`src/rtl/asd_pkg.sv`:
```
package asd_pkg;
  typedef enum logic {SQ_IDLE, SQ_RUN} sq_state_e;
endpackage

```
`src/rtl/asd_steer.sv`:
```
module asd_steer #(
  parameter int NSLOT = 4,
  parameter int MAXC  = 4,
  parameter int CNT_W = 4,
  parameter int LEN_W = 4
) (
  input  logic                                  enable,
  input  logic [$clog2(NSLOT+1)-1:0]            avail,
  input  logic [NSLOT*CNT_W-1:0]                nuop,
  input  logic [NSLOT*LEN_W-1:0]                len,
  output logic                                  divert,
  output logic [$clog2(NSLOT+1)-1:0]            grp_uops,
  output logic [$clog2(NSLOT+1)-1:0]            grp_insts,
  output logic [LEN_W+$clog2(NSLOT)-1:0]        grp_bytes
);
  localparam int LCW    = $clog2(NSLOT+1);
  localparam int BYTE_W = LEN_W + $clog2(NSLOT);

  always_comb begin
    int   used;
    int   cnt;
    int   bytes;
    logic open_q;
    divert = 1'b0;
    used   = 0;
    cnt    = 0;
    bytes  = 0;
    open_q = 1'b0;
    if (enable && avail != '0) begin
      if (int'(nuop[CNT_W-1:0]) > MAXC) begin
        divert = 1'b1;
      end else begin
        used   = int'(nuop[CNT_W-1:0]);
        cnt    = 1;
        bytes  = int'(len[LEN_W-1:0]);
        open_q = 1'b1;
        for (int i = 1; i < NSLOT; i++) begin
          if (open_q && i < int'(avail) &&
              nuop[i*CNT_W +: CNT_W] == CNT_W'(1) && used < NSLOT) begin
            used  = used + 1;
            cnt   = cnt + 1;
            bytes = bytes + int'(len[i*LEN_W +: LEN_W]);
          end else begin
            open_q = 1'b0;
          end
        end
      end
    end
    grp_uops  = LCW'(used);
    grp_insts = LCW'(cnt);
    grp_bytes = BYTE_W'(bytes);
  end
endmodule

```
`src/rtl/asd_lanes.sv`:
```
module asd_lanes #(
  parameter int NSLOT = 4,
  parameter int TAG_W = 8,
  parameter int CNT_W = 4
) (
  input  logic                           seq_busy,
  input  logic [TAG_W-1:0]               seq_tag,
  input  logic [CNT_W-1:0]               seq_base,
  input  logic [$clog2(NSLOT+1)-1:0]     num,
  input  logic [CNT_W-1:0]               lead,
  input  logic [NSLOT*TAG_W-1:0]         in_tag,
  output logic [NSLOT*TAG_W-1:0]         lane_tag,
  output logic [NSLOT*CNT_W-1:0]         lane_sub
);
  logic [TAG_W-1:0] t_arr [NSLOT];
  logic [CNT_W-1:0] s_arr [NSLOT];

  for (genvar L = 0; L < NSLOT; L++) begin : g_lane
    always_comb begin
      int idx;
      t_arr[L] = '0;
      s_arr[L] = '0;
      idx = L - int'(lead) + 1;
      if (L < int'(num)) begin
        if (seq_busy) begin
          t_arr[L] = seq_tag;
          s_arr[L] = seq_base + CNT_W'(L);
        end else if (L < int'(lead)) begin
          t_arr[L] = in_tag[TAG_W-1:0];
          s_arr[L] = CNT_W'(L);
        end else if (idx >= 1 && idx < NSLOT) begin
          t_arr[L] = in_tag[idx*TAG_W +: TAG_W];
        end
      end
    end
    assign lane_tag[L*TAG_W +: TAG_W] = t_arr[L];
    assign lane_sub[L*CNT_W +: CNT_W] = s_arr[L];
  end
endmodule

```
`src/rtl/asd_useq.sv`:
```
module asd_useq
  import asd_pkg::*;
#(
  parameter int NSLOT = 4,
  parameter int TAG_W = 8,
  parameter int CNT_W = 4
) (
  input  logic                        clk,
  input  logic                        rst_n,
  input  logic                        load,
  input  logic [TAG_W-1:0]            load_tag,
  input  logic [CNT_W-1:0]            load_cnt,
  input  logic                        advance,
  output logic                        busy,
  output logic [TAG_W-1:0]            tag,
  output logic [CNT_W-1:0]            base,
  output logic [CNT_W-1:0]            rem,
  output logic [$clog2(NSLOT+1)-1:0]  num
);
  localparam int LCW = $clog2(NSLOT+1);

  sq_state_e        st_q;
  logic [TAG_W-1:0] tag_q;
  logic [CNT_W-1:0] rem_q;
  logic [CNT_W-1:0] base_q;

  assign busy = (st_q == SQ_RUN);
  assign tag  = tag_q;
  assign base = base_q;
  assign rem  = rem_q;
  assign num  = (int'(rem_q) > NSLOT) ? LCW'(NSLOT) : LCW'(rem_q);

  always_ff @(posedge clk) begin
    if (!rst_n) begin
      st_q   <= SQ_IDLE;
      tag_q  <= '0;
      rem_q  <= '0;
      base_q <= '0;
    end else if (st_q == SQ_IDLE) begin
      if (load) begin
        st_q   <= SQ_RUN;
        tag_q  <= load_tag;
        rem_q  <= load_cnt;
        base_q <= '0;
      end
    end else if (advance) begin
      rem_q  <= rem_q - CNT_W'(num);
      base_q <= base_q + CNT_W'(num);
      if (int'(rem_q) <= NSLOT) st_q <= SQ_IDLE;
    end
  end
endmodule

```
`src/rtl/asym_decoder.sv`:
```
module asym_decoder #(
  parameter int NSLOT = 4,
  parameter int MAXC  = 4,
  parameter int TAG_W = 8,
  parameter int CNT_W = 4,
  parameter int LEN_W = 4
) (
  input  logic                                clk,
  input  logic                                rst_n,
  input  logic [$clog2(NSLOT+1)-1:0]          in_cnt,
  input  logic [NSLOT*TAG_W-1:0]              in_tag,
  input  logic [NSLOT*CNT_W-1:0]              in_nuop,
  input  logic [NSLOT*LEN_W-1:0]              in_len,
  output logic [$clog2(NSLOT+1)-1:0]          take_cnt,
  output logic [LEN_W+$clog2(NSLOT)-1:0]      take_bytes,
  output logic                                out_valid,
  input  logic                                out_ready,
  output logic [$clog2(NSLOT+1)-1:0]          out_num,
  output logic [NSLOT*TAG_W-1:0]              out_tag,
  output logic [NSLOT*CNT_W-1:0]              out_sub
);
  localparam int LCW    = $clog2(NSLOT+1);
  localparam int BYTE_W = LEN_W + $clog2(NSLOT);

  logic              divert, fire, load, seq_busy;
  logic [LCW-1:0]    grp_uops, grp_insts, seq_num;
  logic [BYTE_W-1:0] grp_bytes;
  logic [TAG_W-1:0]  seq_tag;
  logic [CNT_W-1:0]  seq_base, seq_rem;

  asd_steer #(.NSLOT(NSLOT), .MAXC(MAXC), .CNT_W(CNT_W), .LEN_W(LEN_W)) u_steer (
    .enable    (!seq_busy),
    .avail     (in_cnt),
    .nuop      (in_nuop),
    .len       (in_len),
    .divert    (divert),
    .grp_uops  (grp_uops),
    .grp_insts (grp_insts),
    .grp_bytes (grp_bytes)
  );

  assign out_valid = seq_busy | (grp_insts != '0);
  assign out_num   = seq_busy ? seq_num : grp_uops;
  assign fire      = out_valid & out_ready;
  assign load      = divert & out_ready;

  asd_useq #(.NSLOT(NSLOT), .TAG_W(TAG_W), .CNT_W(CNT_W)) u_useq (
    .clk      (clk),
    .rst_n    (rst_n),
    .load     (load),
    .load_tag (in_tag[TAG_W-1:0]),
    .load_cnt (in_nuop[CNT_W-1:0]),
    .advance  (fire),
    .busy     (seq_busy),
    .tag      (seq_tag),
    .base     (seq_base),
    .rem      (seq_rem),
    .num      (seq_num)
  );

  asd_lanes #(.NSLOT(NSLOT), .TAG_W(TAG_W), .CNT_W(CNT_W)) u_lanes (
    .seq_busy (seq_busy),
    .seq_tag  (seq_tag),
    .seq_base (seq_base),
    .num      (out_num),
    .lead     (in_nuop[CNT_W-1:0]),
    .in_tag   (in_tag),
    .lane_tag (out_tag),
    .lane_sub (out_sub)
  );

  always_comb begin
    take_cnt   = '0;
    take_bytes = '0;
    if (fire && !seq_busy) begin
      take_cnt   = grp_insts;
      take_bytes = grp_bytes;
    end else if (load) begin
      take_cnt   = LCW'(1);
      take_bytes = {{(BYTE_W-LEN_W){1'b0}}, in_len[LEN_W-1:0]};
    end
  end


  stall_hold_chk: assert property (@(posedge clk) disable iff (!rst_n)
    !out_ready |=> $stable(seq_busy) && $stable(seq_rem) && $stable(seq_base));


  seq_blocks_chk: assert property (@(posedge clk) disable iff (!rst_n)
    seq_busy |-> (take_cnt == '0) && out_valid);


  uop_cap_chk: assert property (@(posedge clk) disable iff (!rst_n)
    out_valid |-> (out_num != '0) && (int'(out_num) <= NSLOT));


  handoff_chk: assert property (@(posedge clk) disable iff (!rst_n)
    $rose(seq_busy) |-> $past(take_cnt) == LCW'(1) && $past(!out_valid));
endmodule

```
`config.mk`:
```
export PLATFORM = sky130hd
export DESIGN_NAME = asym_decoder
export DESIGN_NICKNAME = d
export VERILOG_FILES = /design/src/rtl/asd_pkg.sv /design/src/rtl/asd_steer.sv /design/src/rtl/asd_lanes.sv /design/src/rtl/asd_useq.sv /design/src/rtl/asym_decoder.sv
export SDC_FILE = /design/constraint.sdc
export NUM_CORES = 1
export LEC_CHECK = 0
export ABC_AREA = 1
export BUFFER_PORTS_ARGS = -buffer_cell sky130_fd_sc_hd__buf_2
export CAP_MARGIN = 20
export CORE_MARGIN = 4
export CORE_UTILIZATION = 37
export CTS_CLUSTER_DIAMETER = 30
export DETAILED_ROUTE_END_ITERATION = 6
export SLEW_MARGIN = 20
export SYNTH_ARGS = -nofsm -noshare
export SYNTH_HDL_FRONTEND = slang
export SYNTH_SLANG_ARGS = --single-unit
```
`constraint.sdc`:
```
create_clock -name clk -period 9.33 [get_ports clk]
set_input_delay 0.933 -clock clk [delete_from_list [all_inputs] [get_ports clk]]
set_output_delay 0.933 -clock clk [all_outputs]
set_load 0.005 [all_outputs]
```
# Word level (Yosys, flattened, before mapping)
# Index checks and enable logic that the tools add are counted.
# op_classes
add_sub_neg	21
order_cmp	25
n_eq_ne	4
n_shift	4
n_mux	78
bitwise_logic	4
n_reduce_logical	20
# ops
op	count
less-than comparator 32 x 4 -> 1 bit, second input constant	6
two-way mux 32 bit	6
adder 32 x 2 -> 32 bit, second input constant	5
>= comparator 32 x 2 -> 1 bit, second input constant	4
two-way mux 8 bit	16
indexed part select 32 x 32 -> 8 bit	4
two-way mux 4 bit	15
two-way mux 6 bit	9
two-way mux 3 bit	14
logical AND 1 bit	14
two-way mux 1 bit	14
adder 6 x 5 -> 6 bit	2
equality test 4 x 1 -> 1 bit, second input constant	3
less-than comparator 2 x 3 -> 1 bit, first input constant	4
subtractor 1 x 4 -> 5 bit, first input constant	2
subtractor 2 x 4 -> 5 bit, first input constant	2
adder 3 x 2 -> 3 bit, second input constant	3
less-than comparator 1 x 3 -> 1 bit, first input constant	3
adder 4 x 2 -> 4 bit, second input constant	2
greater-than comparator 4 x 3 -> 1 bit, second input constant	2
less-than comparator 1 x 4 -> 1 bit, first input constant	2
less-than comparator 2 x 4 -> 1 bit, first input constant	2
two-way mux 2 bit	3
nonzero test 3 bit	2
15 further kinds	17
# totals
regBits	17
output_inout_bits	61

# Logic depth before layout (Yosys ltp)
# logic_depth
depth_word	23
depth_mapped	23

# Modules after synthesis
# From an unflattened synthesis, not the netlist that was laid out.
# unflattened
hier_cells	791
hier_area_um2	4496.8
# modules_own_cells
mod	instances	cells_each	area_each_um2	seq_area_each_um2
asd_lanes	1	443	2283.4	0.0
asd_steer	1	189	1141.1	0.0
asd_useq	1	106	819.5	340.3
asym_decoder	1	53	252.7	0.0

# Worst setup path after synthesis
# No wires, ideal clock.
# synth_path
path_kind	input-to-output
start	in in_nuop[3]
end	out take_bytes[3]
t_arrival_ns	4.045
t_required_ns	8.397
slack_ns	4.352
stages	21
n_path_buf	1
path_cell_list	inv_1 ha_1 inv_2 nor3_4 buf_4 nand2_1 nand2_1 ha_1 inv_1 fa_1 xnor2_1 o21ai_0 inv_1 ha_1 a21oi_1 nand2_1 or2_2 nand3_1 nand2_1 nand4_1 nand2_1
# synth_via
elab_chain_cells	22
# synth_rtl
element	line	text
from (decl)	asym_decoder.sv:12	input logic [NSLOT*CNT_W-1:0] in_nuop,
branches (longest 21 deep; another with less-than comparator 32 x 4 -> 1 bit)	--	
two-way mux 6 bit *	asym_decoder.sv:75	if (fire && !seq_busy) begin
to (decl)	asym_decoder.sv:15	output logic [LEN_W+$clog2(NSLOT)-1:0] take_bytes,
# Mark *: on every way between the ends. The select of a mux whose other input is x is not followed.

# Final worst setup path
# layout_path
start	in in_nuop[0]
end	out out_sub[3]
# layout_via
elab_chain_cells	20
# layout_rtl
element	line	text
branches (longest 15 deep; another with less-than comparator 32 x 4 -> 1 bit)	--	
two-way mux 3 bit *	asd_steer.sv:30	if (int'(nuop[CNT_W-1:0]) > MAXC) begin
two-way mux 3 bit *	asd_steer.sv:29	if (enable && avail != '0) begin
two-way mux 3 bit *	asym_decoder.sv:43	assign out_num = seq_busy ? seq_num : grp_uops;
less-than comparator 1 x 3 -> 1 bit *	asd_lanes.sv:24	if (L < int'(num)) begin
two-way mux 4 bit *	asd_lanes.sv:24	
to (decl)	asym_decoder.sv:20	output logic [NSLOT*CNT_W-1:0] out_sub
# Marks and branches as above.

==> results by group <==
Floorplan
  – Die ar.: 14700 um2
  – Die width: 121 um
  – Initial Utilization: 37.7%
  – IO Pins: 131
  – Die height: 121 um
  – Core area: 12600 um2
  – # rows: 41

Clocking
  – CTS Buf Count: 3
  – CTS tree: done
  – Cts repair resizes: 0
  – H-Tree Level Count: 1
  – TritonCTS Sinks: 17
  – CTS root buffer: clkbuf_16
  – Post-CTS Setup Inserts: 0
  – Clk pin slew, worst setup/hold paths: 50 ps
  – Clock Path Buffers: 2
  – Skew-Pair Late Insertion Delay: 250 ps
  – CTS Hold Buffers Added: 0

Drt
  – Via count: 5331
  – Via density: 5.01
  – DRC viols: 0
  – Total wire length: 14500 um
  – DR pass1 iterations: 7
  – Initial drt markers: 443
  – Avg WL per Cell: 13.6 um
  – Antenna Nets Post-Route: 0

Setup path
  – Cell family with most CP delay: simple AND/OR/NAND/NOR gates
  – Required @ worst endpoint: 8400 ps
  – CP most frequent cell: nand2_1
  – Critical path buffer and inverter count: 6
  – Critical Path Stages: 19
  – CP Cell Sequence: buf_2 -> buf_4 -> inv_2 -> ha_1 -> nand2_1 -> o21a_1 -> inv_1 -> ha_1 -> nand3b_1 -> nand2_1 -> inv_1 -> ha_1 -> nand2_1 -> nand2_1 -> a21oi_4 -> nand3_4 -> nor2_4 -> nor2_1 -> buf_2
  – Setup CP Type: in2out
  – Reg2Reg Depth: 12
  – Critical Path Max Stage Delay: 780 ps
  – Setup crit end kind: primary output
  – CP max stage cell: ha_1
  – Crit path max fanout: 47
  – Startpoint Class: primary input
  – Critical Path AT: 5300 ps

Place
  – Hpwl dp: 11800 um
  – Final Wtd Congestion: 0.923
  – Buffers added on ports: 130
  – Post-placement cell area: 5470 um2

STA
  – Tightest Pin Transition: 991 ps
  – Max-slew violation count: 0
  – Setup Skew: 3.11 ps
  – Final Hold Vio Count: 0
  – Hold Slack: 501 ps
  – Post-layout minimum cycle time: 6230 ps
  – Slew headroom: 32.2%
  – Setup Viol. Count Final: 0
  – Period Utilization, post-route: 66.8%
  – Post-route setup TNS: 0 ps
  – RSZ-0062 raised after global routing: false
  – Peak Freq: 160 MHz

Layout
  – Final nets: 1028
  – Syn-to-layout area delta: 17.2%
  – Layout Utilization: 44.2%
  – Most frequent cells in the layout: nand2_1, buf_2, inv_1
  – Final Cell Area: 5550 um2
  – ANT cells: 0
  – Filler cell count: 1409
  – Layout cells sized above 1: 21.7%
  – Commonest non-fill, non-tap cell in the layout: nand2_1

GRT
  – Total global-route track usage: 19.5%
  – Initial antenna violation count: 0
  – Vias in the first global route: 5003
  – First-pass GRT wire length: 23800 um
  – Pin count of the biggest net entering global routing: 48
  – Grt ovf: 0

Worst hold path
  – Worst min-delay path category: reg2reg
  – Hold path depth: 2

Logic synthesis
  – Top_reg_cell synth: dfxtp_1
  – Mapped cell area: 4730 um2
  – Register bit count reported by yosys: 17
  – Mapped Nets: 919
  – Part of the Yosys area used for sequential elements: 7.19%
  – Post-synth ARST share: 0%
  – Mapped Cells: 785
  – Post-synthesis area per instance: 6.03 um2
  – Distinct cells, synth: 49
  – Yosys warns: 0
  – EDFF count, synth: 0

Power and ir drop
  – Peak VDD IR: 0.0000538 V
  – LEAKAGE: 3.02 nW
  – Power density cells: 75.1 nW/um2

Status
  – Outcome: complete, no violations

Run
  – Max cap viols: 0
-- cell families after synthesis --
kind of cell	after synthesis	share of synthesized area [%]
buffers and inverters	143	12.2
DFF	17	7.19
AOI/OAI and AO/OA	145	17.7
muxes	20	4.23
other	1	0.0792
and+or+nand+nor	382	38.5
xor gates and xnor gates	13	2.40
adders and majority gates	64	17.7
-- layout make-up --
| cell class | count | area [um2] | share of cell area, % |
|---|---|---|---|
| Clock buffer | 4 | 78.8 | 1.42 |
| Tap cell | 172 | 215 | 3.88 |
| Multi-Input combinational cell | 625 | 3810 | 68.7 |
| Sequential cell | 17 | 340 | 6.13 |
| Timing Repair Buffer | 133 | 673 | 12.1 |
| Inverter | 114 | 428 | 7.71 |
-- stage by stage --
step	worst slack (ps)	power, mW	std cells
finish	3100	0.417	1065
global route	2630	0.457	1065
CTS	3080	0.418	1065
detailed placement	3070	0.332	1061
global placement	3170	0.331	1061
floorplan	4350	0.257	785
-- state kept, by name, summed over array words and instances (netlist names) --
signal and cells:
u_useq.busy 1, u_useq.rem 4, u_useq.base 4, u_useq.tag 8
-- worst register-to-register path, delay by kind of cell (launching register included) --
kind	cells	cell delay, ps
AND/OR/NAND/NOR	4	440
AO/OA/AOI/OAI	3	300
flip-flops	1	320
buffers and inverters	5	1160
-- metal layers --
layer	up-vias	routed length, um	part of all wire, %	track usage [%]
li1	2782	-	-	-
met1	2340	6670	46	26.1
met2	184	6550	45	33.2
met3	25	964	6.6	2.80
met4	0	314	2.2	4.53
met5	-	0	0	0
-- report_power, final --
| part | switching [mW] | internal, mW |
|---|---|---|
| clock | 0.0280 | 0.0580 |
| combinational | 0.157 | 0.0899 |
| sequential | 0.00496 | 0.0784 |
| total | 0.190 | 0.226 |
-- synth_stat cells (2+ instances only) --
master	instances	area share, %
a211oi_1	7	1.1
a21oi_1	31	3.3
a31oi_1	2	0.26
buf_1	7	0.56
buf_2	3	0.32
buf_4	2	0.32
buf_6	2	0.48
clkbuf_1	14	1.1
dfxtp_1	17	7.2
fa_1	5	2.1
ha_1	59	16
inv_1	109	8.6
inv_2	4	0.32
mux2i_1	20	4.2
nand2_1	187	15
nand2_2	9	1.2
nand2_4	2	0.48
nand3_1	47	5.0
nand3_2	3	0.63
nand3_4	2	0.74
nand3b_1	5	0.79
nand4_1	10	1.3
nor2_1	72	5.7
nor2_2	13	1.7
nor2_4	12	2.9
nor3_1	2	0.21
nor4_1	6	0.79
o211ai_1	10	1.6
o21a_1	2	0.32
o21ai_0	72	7.6
o21ai_1	2	0.21
o22ai_1	11	1.5
o2bb2ai_1	2	0.37
or2_2	8	1.1
xnor2_1	3	0.56
xor2_1	10	1.8
-- path summary, 6_finish.rpt --
kind / startpoint / to / slack, ps
worst max-delay path: in_nuop[0] / out_sub[3] / 3100
worst min-delay path: u_useq.rem[0] / u_useq.rem[0] / 500
worst min register to register: u_useq.rem[0] / u_useq.rem[0] / 500
worst max register to register: u_useq.busy / u_useq.rem[3] / 7050
Note: power is estimated with default switching activity, not from simulation.
